<file path="config.mk">
export PLATFORM = sky130hd
export DESIGN_NAME = standby_wake_ctrl
export DESIGN_NICKNAME = d
export VERILOG_FILES = /design/src/rtl/swc_pkg.sv /design/src/rtl/swc_pin_sync.sv /design/src/rtl/swc_cfg_reg.sv /design/src/rtl/swc_stab_wdt.sv /design/src/rtl/standby_wake_ctrl.sv
export SDC_FILE = /design/constraint.sdc
export NUM_CORES = 1
export LEC_CHECK = 0
export BUFFER_PORTS_ARGS = -buffer_cell sky130_fd_sc_hd__buf_2
export CAP_MARGIN = 20
export CORE_MARGIN = 2
export CORE_UTILIZATION = 35
export CTS_CLUSTER_DIAMETER = 60
export DETAILED_ROUTE_END_ITERATION = 8
export HOLD_SLACK_MARGIN = 0.12
export PLACE_DENSITY = 0.55
export SYNTH_ARGS = -nofsm -noshare
export SYNTH_HDL_FRONTEND = slang
export SYNTH_SLANG_ARGS = --single-unit
</file>
<file path="constraint.sdc">
create_clock -name clk -period 2 [get_ports clk]
set_clock_uncertainty 0.1 [all_clocks]
set_input_delay 0.6 -clock clk [delete_from_list [all_inputs] [get_ports clk]]
set_output_delay 0.6 -clock clk [all_outputs]
set_load 0.005 [all_outputs]
</file>
<file path="src/rtl/swc_pkg.sv">
package swc_pkg;

    localparam int CODE_W = 3;

    typedef enum logic [1:0] {
        ST_RUN       = 2'd0,
        ST_STANDBY   = 2'd1,
        ST_STABILIZE = 2'd2,
        ST_WAKE      = 2'd3
    } swc_state_e;

    typedef struct packed {
        logic              wake_rise;
        logic [CODE_W-1:0] code;
    } swc_cfg_t;

endpackage

</file>
<file path="src/rtl/swc_pin_sync.sv">
module swc_pin_sync #(
    parameter int STAGES = 2
) (
    input  logic clk,
    input  logic rst_n,
    input  logic pin,
    input  logic sel_rise,
    output logic wake_edge
);
    // stage STAGES-1 is the synchronized level, stage STAGES its previous value
    logic [STAGES:0] chain_d, chain_q;

    always_comb begin
        chain_d[0] = pin;
    end

    for (genvar g = 1; g <= STAGES; g++) begin : g_stage
        always_comb chain_d[g] = chain_q[g-1];
    end

    always_ff @(posedge clk or negedge rst_n) begin
        if (!rst_n) chain_q <= '0;
        else        chain_q <= chain_d;
    end

    logic lvl_now, lvl_old;
    assign lvl_now   = chain_q[STAGES-1];
    assign lvl_old   = chain_q[STAGES];
    assign wake_edge = sel_rise ? (lvl_now & ~lvl_old) : (~lvl_now & lvl_old);

    // a reported edge always follows a level that differed one cycle earlier
    assert_edge_from_change_R4: assert property (@(posedge clk) disable iff (!rst_n)
        wake_edge |-> (lvl_now != lvl_old));

endmodule

</file>
<file path="src/rtl/swc_cfg_reg.sv">
module swc_cfg_reg
    import swc_pkg::*;
(
    input  logic     clk,
    input  logic     rst_n,
    input  logic     wr_en,
    input  logic     wr_allow,
    input  swc_cfg_t wr_data,
    output swc_cfg_t cfg
);
    swc_cfg_t cfg_d, cfg_q;

    always_comb begin
        cfg_d = cfg_q;
        if (wr_en && wr_allow) cfg_d = wr_data;
    end

    always_ff @(posedge clk or negedge rst_n) begin
        if (!rst_n) cfg_q <= '0;
        else        cfg_q <= cfg_d;
    end

    assign cfg = cfg_q;

    assert_cfg_locked_R3: assert property (@(posedge clk) disable iff (!rst_n)
        !wr_allow |=> $stable(cfg_q));

endmodule

</file>
<file path="src/rtl/swc_stab_wdt.sv">
module swc_stab_wdt #(
    parameter int CODE_W = 3
) (
    input  logic              clk,
    input  logic              rst_n,
    input  logic              run,
    input  logic [CODE_W-1:0] code,
    output logic              ovf
);
    localparam int CNT_W = 1 << CODE_W;

    logic [CNT_W-1:0] lim;
    logic [CNT_W-1:0] cnt_d, cnt_q;

    // terminal count 2^(code+1)-1: bits 0..code set
    for (genvar i = 0; i < CNT_W; i++) begin : g_lim
        assign lim[i] = (code >= CODE_W'(i));
    end

    assign ovf = run && (cnt_q == lim);

    always_comb begin
        cnt_d = cnt_q;
        if (!run || ovf) cnt_d = '0;
        else             cnt_d = cnt_q + 1'b1;
    end

    always_ff @(posedge clk or negedge rst_n) begin
        if (!rst_n) cnt_q <= '0;
        else        cnt_q <= cnt_d;
    end

    // while counting, each cycle advances by one; nothing restarts it
    assert_no_restart_R7: assert property (@(posedge clk) disable iff (!rst_n)
        (run && !ovf) |=> (cnt_q == CNT_W'($past(cnt_q) + 1'b1)));

    // counting always starts from zero
    assert_start_zero_R5: assert property (@(posedge clk) disable iff (!rst_n)
        (!run) |=> (cnt_q == '0));

endmodule

</file>
<file path="src/rtl/standby_wake_ctrl.sv">
module standby_wake_ctrl
    import swc_pkg::*;
#(
    parameter int SYNC_STAGES = 2
) (
    input  logic       clk,
    input  logic       rst_n,
    input  logic       man_rst_n,
    input  logic       standby_req,
    input  logic       nmi_pin,
    input  logic       cfg_we,
    input  logic [3:0] cfg_wdata,
    output logic       osc_en,
    output logic       wdt_clk_en,
    output logic       chip_clk_en,
    output logic       nmi_exc_req
);
    typedef struct packed {
        swc_state_e st;
    } ctl_t;

    ctl_t     ctl_d, ctl_q;
    swc_cfg_t cfg;
    logic     wake_edge;
    logic     stab_ovf;

    swc_cfg_reg u_cfg (
        .clk     (clk),
        .rst_n   (rst_n),
        .wr_en   (cfg_we),
        .wr_allow(ctl_q.st == ST_RUN),
        .wr_data (swc_cfg_t'(cfg_wdata)),
        .cfg     (cfg)
    );

    swc_pin_sync #(.STAGES(SYNC_STAGES)) u_sync (
        .clk      (clk),
        .rst_n    (rst_n),
        .pin      (nmi_pin),
        .sel_rise (cfg.wake_rise),
        .wake_edge(wake_edge)
    );

    swc_stab_wdt #(.CODE_W(CODE_W)) u_wdt (
        .clk  (clk),
        .rst_n(rst_n),
        .run  (ctl_q.st == ST_STABILIZE),
        .code (cfg.code),
        .ovf  (stab_ovf)
    );

    always_comb begin
        ctl_d = ctl_q;
        if (!man_rst_n) begin
            ctl_d.st = ST_RUN;
        end else begin
            unique case (ctl_q.st)
                ST_RUN:       if (standby_req) ctl_d.st = ST_STANDBY;
                ST_STANDBY:   if (wake_edge)   ctl_d.st = ST_STABILIZE;
                ST_STABILIZE: if (stab_ovf)    ctl_d.st = ST_WAKE;
                ST_WAKE:                       ctl_d.st = ST_RUN;
                default:                       ctl_d.st = ST_RUN;
            endcase
        end
    end

    always_ff @(posedge clk or negedge rst_n) begin
        if (!rst_n) ctl_q.st <= ST_RUN;
        else        ctl_q    <= ctl_d;
    end

    assign osc_en      = (ctl_q.st != ST_STANDBY);
    assign wdt_clk_en  = (ctl_q.st != ST_STANDBY);
    assign chip_clk_en = (ctl_q.st == ST_RUN) || (ctl_q.st == ST_WAKE);
    assign nmi_exc_req = (ctl_q.st == ST_WAKE);

    assert_enter_standby_R2: assert property (@(posedge clk) disable iff (!rst_n)
        (ctl_q.st == ST_RUN && standby_req && man_rst_n) |=> (!osc_en && !chip_clk_en));

    assert_stay_asleep_R4: assert property (@(posedge clk) disable iff (!rst_n)
        (ctl_q.st == ST_STANDBY && !wake_edge && man_rst_n) |=> !osc_en);

    assert_exc_after_stab_R6: assert property (@(posedge clk) disable iff (!rst_n)
        nmi_exc_req |-> $past(ctl_q.st == ST_STABILIZE));

    assert_exc_single_R6: assert property (@(posedge clk) disable iff (!rst_n)
        nmi_exc_req |=> !nmi_exc_req);

    assert_man_reset_R8: assert property (@(posedge clk) disable iff (!rst_n)
        !man_rst_n |=> (chip_clk_en && !nmi_exc_req));

endmodule

</file>
=== Word level (Yosys, flattened, before mapping) ===
Cells that the tools add are included.

* Register bits: 17
* Latch bits: 0
* Memory bits (writable): 0
* Memory bits (read-only): 0
* Input port bits: 10
* Output and inout port bits: 4
* Logic and storage cells: 40
* Memories: 0

* $add $sub $neg: 1
* Multiply operators: 0
* Divide/modulo/power cells: 0
* Magnitude comparators: 8
* Eq/ne operators: 8
* Shifts and indexed selects: 0
* Muxes and demuxes: 7
* Bitwise operators: 4
* Reduce and logical (&&, ||, !) cells: 7

{| class="wikitable"
|+ Operators with widths
! cell !! number
|-
| $ge A3 B3 Y1 const B || 4
|-
| $add A8 B1 Y8 const B || 1
|-
| $eq A8 B8 Y1 || 1
|-
| $mux W2 || 4
|-
| $mux W8 || 1
|-
| $pmux W2 S4 || 1
|-
| $ge A3 B1 Y1 const B || 2
|-
| $ge A3 B2 Y1 const B || 2
|-
| $ne A3 B3 Y1 const B || 2
|-
| $eq A2 B2 Y1 const B || 2
|-
| $ne A3 B2 Y1 const B || 1
|-
| $reduce_and A3 Y1 || 1
|-
| $and A1 B1 Y1 || 2
|-
| $eq A2 B1 Y1 const B || 1
|-
| $logic_and A1 B1 Y1 || 2
|-
| $logic_not A2 Y1 || 1
|-
| $logic_or A1 B1 Y1 || 2
|-
| $ne A2 B1 Y1 const B || 1
|-
| $not A1 Y1 || 2
|-
| $logic_not A1 Y1 || 1
|-
| $mux W1 || 1
|}

=== Logic depth before layout (Yosys ltp) ===
* Depth in word-level cells: 6
* Gate-level depth with buffers: 7
* Depth with buffers taken out: 6

=== By module ===
From an unflattened synthesis, not the netlist that was laid out.

* Cells, all modules: 94
* Area total of the unflattened synthesis: 967.2 µm²

{| class="wikitable"
|+ Modules (own cells, without submodules)
! module !! times used !! cells an instance !! area each (µm²) !! seq. area each (µm²)
|-
| swc_stab_wdt || 1 || 58 || 524.3 || 200.2
|-
| standby_wake_ctrl || 1 || 21 || 178.9 || 50.0
|-
| swc_cfg_reg || 1 || 9 || 166.4 || 100.1
|-
| swc_pin_sync || 1 || 6 || 97.6 || 75.1
|}

=== Worst setup path after synthesis ===
Ideal clock, no wire load.

* Kind: register -> register
* Start point: reg u_cfg.cfg_q, in the netlist u_cfg.cfg[2]
* End point: reg ctl_q[0] (netlist name)
* Library setup time: 0.079 ns
* Arrival time: 1.907 ns
* Data required time: 1.821 ns
* Slack: -0.087 ns
* Stages on the path, launching flop included: 8
* Path buffers: 1
* Clock period less this slack: 2.087 ns
* Cells stage by stage: dfrtp_1 > buf_6 > or4_4 > nor2_2 > a311oi_1 > o31ai_4 > o221a_4 > mux2i_1

* Cells in the longest elaborated chain, start to end: 5
* Elaborated cells on any way between the ends: 12
* Those cells by class: order compare: 8; eq/ne: 2; reduce/logical: 2

{| class="wikitable"
|+ Ends and longest elaborated chain
! element !! RTL line !! source
|-
| start, declared || swc_cfg_reg.sv:11 || <nowiki>swc_cfg_t cfg_d, cfg_q;</nowiki>
|-
| start signal, assigned || swc_cfg_reg.sv:20 || <nowiki>else cfg_q <= cfg_d;</nowiki>
|-
| $ge A3 B1 Y1 (tied with other cells) || swc_stab_wdt.sv:17 || <nowiki>assign lim[i] = (code >= CODE_W'(i));</nowiki>
|-
| $eq A8 B8 Y1 (*) || swc_stab_wdt.sv:20 || <nowiki>assign ovf = run && (cnt_q == lim);</nowiki>
|-
| $logic_and A1 B1 Y1 (*) || swc_stab_wdt.sv:20 ||
|-
| $ne A3 B3 Y1 (no line) (*) || -- ||
|-
| $reduce_and A3 Y1 (no line) (*) || -- ||
|-
| end signal, assigned || standby_wake_ctrl.sv:69 || <nowiki>else ctl_q <= ctl_d;</nowiki>
|-
| end, declared || standby_wake_ctrl.sv:22 || <nowiki>ctl_t ctl_d, ctl_q;</nowiki>
|}

Mark *: on every way between the ends. The rest lies on a longest branch, timed or not.
A chain may end at the register's enable or synchronous reset.

=== Worst setup path after layout ===
* Start point: reg u_cfg.cfg_q, in the netlist u_cfg.cfg[2]
* End point: reg ctl_q[1] (netlist name)

The elaborated chain is that of the path after synthesis.

==> flow_summary.ini <==
[run_status]
outcome = complete, no violations

[global_route]
grt_max_degree = 18
grt_use_total_pct = 12.94
grt_pass1_vias = 685
antenna_found_initial = 0
grt_pass1_wl_mm = 3.167
grt-ovfl-total = 0

[timing]
hold_viol = 0
clock.fmax_mhz = 512.9
fin_crit_ps = 1950
setup_viol = 0
worst_slew_pin_slew_ps = 380.0
min_period_over_period_pct = 97.48
rsz0062_at_grt = yes
final_max_slew_viol_count = 0
finalSetupTns_ps = 0
slew_headroom_pct = 74.66

[clock_tree]
clock_latency_ps = 300
cts_tree = built
htree_levels = 1
root_buffer = clkbuf_4
clockBufferDepth = 2
clk_pin_slew_ps = 110
numCtsBuffers = 3
clock_sinks = 17

[floorplanning]
die_area_mm2 = 0.003123
io_pins = 14
die_w_um = 55.89
rows = 18
start_util_pct = 37.35
chipHeight_um = 55.89
core_area_mm2 = 0.002522

[yosys]
ys_types = 29
ys_warn_count = 0
syn_nets = 105
yosysSeqAreaShare_pct = 45.15
synth_ff_type = dfrtp_1
yosys.area.top_type = dfrtp_1
syn_area_um2 = 942.2
synth_edf_count = 0
synth_top_area_share_pct = 45.15
syn_inst = 90
yosys-top-cells-area = dfrtp_1 45%, ha_1 6.6%, xor2_1 6.5%, mux2_2 4.8%, nand2_1 4.0%
yosys_register_bits = 17
synth_area_per_cell_um2 = 10.47
async_flop_share_pct = 100.0

[setup_path]
cp.arrival_ps = 2080
worstSetupPathType = reg2reg
worstPathCellList = or4_4 > nor2_2 > a311oi_2 > o31ai_4 > o221a_4 > mux2i_1
start_kind = register
crit_slowest_cell = or4_4
worstSetupEndpointType = register
critPathMaxFanout = 4
required_ps = 2130
slowest_delay_ps = 540

[power_and_ir_drop]
seqPwrFrac_pct = 38.0
p_sw_mw = 0.5182
power.internal_mw = 0.8438
leakage_nw = 0.5305
power.density_mw_per_mm2 = 1163
peakVddDrop_mv = 0.8101
comb_power_share_pct = 47.7
switching_share_pct = 38.05
power.total_mw = 1.362
clkPwrFrac_pct = 14.3

[route]
drc = 0
wl_per_cell_um = 13.35
finalWirelength_mm = 1.922
vias_per_cell = 5.021
drt-initial-drc-count = 23
ant_nets = 0
dr.pass1.iters = 4
vias = 723

[final_layout]
drive_gt1_share_pct = 38.60
fillerInstances = 243
layout_commonest_cell = dfrtp_1
diodes = 0
layout_common_cells = 15 x dfrtp_1, 13 x buf_2, 10 x nand2_1
syn_to_final_growth_pct = 24.30
nets = 130

[job]
maxCapViolCount = 0

[hold_path]
hp-class = reg2reg

[place]
port_buffers = 13
gp_congestion = 0.8225
dp_hpwl_mm = 1.389
stage by stage:
step           util, %  setup WS, ps  hold WS, ps  cell area, µm²  std cells
2_1_floorplan        -        -41.42        204.4           942.2         90
3_3_place_gp     42.26         78.64        241.3            1066        136
3_5_place_dp     42.26         50.00        236.4            1066        136
4_1_cts          43.85         1.524        272.7            1106        141
5_1_grt          46.43        -46.62        273.8            1171        144
6_report         46.43         50.40        269.8            1171        144
cells in the mapped netlist, types with 2 or more instances:
cell type,n
and3_1,2
nor2_1,8
nand2_1,10
o21ai_0,3
ha_1,5
mux2i_1,2
mux2_2,4
nor2b_1,2
dfrtp_1,17
nand3_1,5
inv_1,8
xor2_1,7
layer usage:
metal | wire length [µm] | GRT usage (%)
met1 | 905 | 17.30
met2 | 944 | 19.73
met3 | 72 | 5.116
met4 | 0 | 3.061
met5 | 0 | 0
cell families (layout without fill, tap and decap cells):
kind of cell             after synthesis  in the layout  share of synthesized area, %
AND/OR/NAND/NOR                       31             31                         15.80
flip-flops                            17             17                         45.15
AO/OA/AOI/OAI                         12             12                         12.35
buffers and inverters                 11             35                         5.710
XOR/XNOR                               8              8                         7.437
multiplexers                           6              6                         6.905
adder cells (fa/ha/maj)                5              5                         6.640
worst max-delay path: cells and delay by family (launching register included):
kind,cells,cell delay [ps]
and+or+nand+nor,2,640
AOI/OAI and AO/OA,3,530
muxes,1,170
DFF,1,450
path summary, 6_finish.rpt:
kind                                             start                           to  slack, ps  depth (start not counted)
max                           u_cfg.cfg[2]$_DFFE_PN0P_         ctl_q[1]$_DFFE_PN0P_         50                          6
min                        u_sync.chain_q[0]$_DFF_PN0_  u_sync.chain_q[1]$_DFF_PN0_        270                          0
max reg2reg                   u_cfg.cfg[2]$_DFFE_PN0P_         ctl_q[1]$_DFFE_PN0P_         50                          6
min reg2reg                u_sync.chain_q[0]$_DFF_PN0_  u_sync.chain_q[1]$_DFF_PN0_        270                          0
max in group asynchronous                        rst_n     u_cfg.cfg[2]$_DFFE_PN0P_        870                          2
min in group asynchronous                        rst_n     u_wdt.cnt_q[2]$_DFF_PN0_        630                          2
state kept, by name, summed over array words and instances, names as in the netlist:
name            count
ctl_q               2
u_cfg.cfg           4
u_sync.chain_q      3
u_wdt.cnt_q         8
area by class of cell:
cell class | instances | area (µm²) | area share (%)
Tap cell | 30 | 37.54 | 3.205
Sequential cell | 17 | 427.9 | 36.54
Inverter | 8 | 30.03 | 2.564
Clock buffer | 3 | 22.52 | 1.923
Timing Repair Buffer | 23 | 143.9 | 12.29
Clock inverter | 1 | 7.507 | 0.6410
Multi-Input combinational cell | 62 | 501.7 | 42.84
power groups by stage:
stage	Sequential, mW	Clock (mW)	Combinational [mW]
2_1_floorplan	0.473	0	0.434
3_3_place_gp	0.517	0	0.524
3_5_place_dp	0.518	0	0.528
4_1_cts	0.511	0.203	0.534
5_1_grt	0.529	0.217	0.711
6_report	0.517	0.195	0.650
repair_timing:
action	CTS	global route
hold buffers	1	0
gates resized for setup	0	12
setup buffers	0	3
setup endpoints to repair	0	5
endpoints found under the hold margin	17	0
No activity file was read; power rests on OpenSTA's default activity.
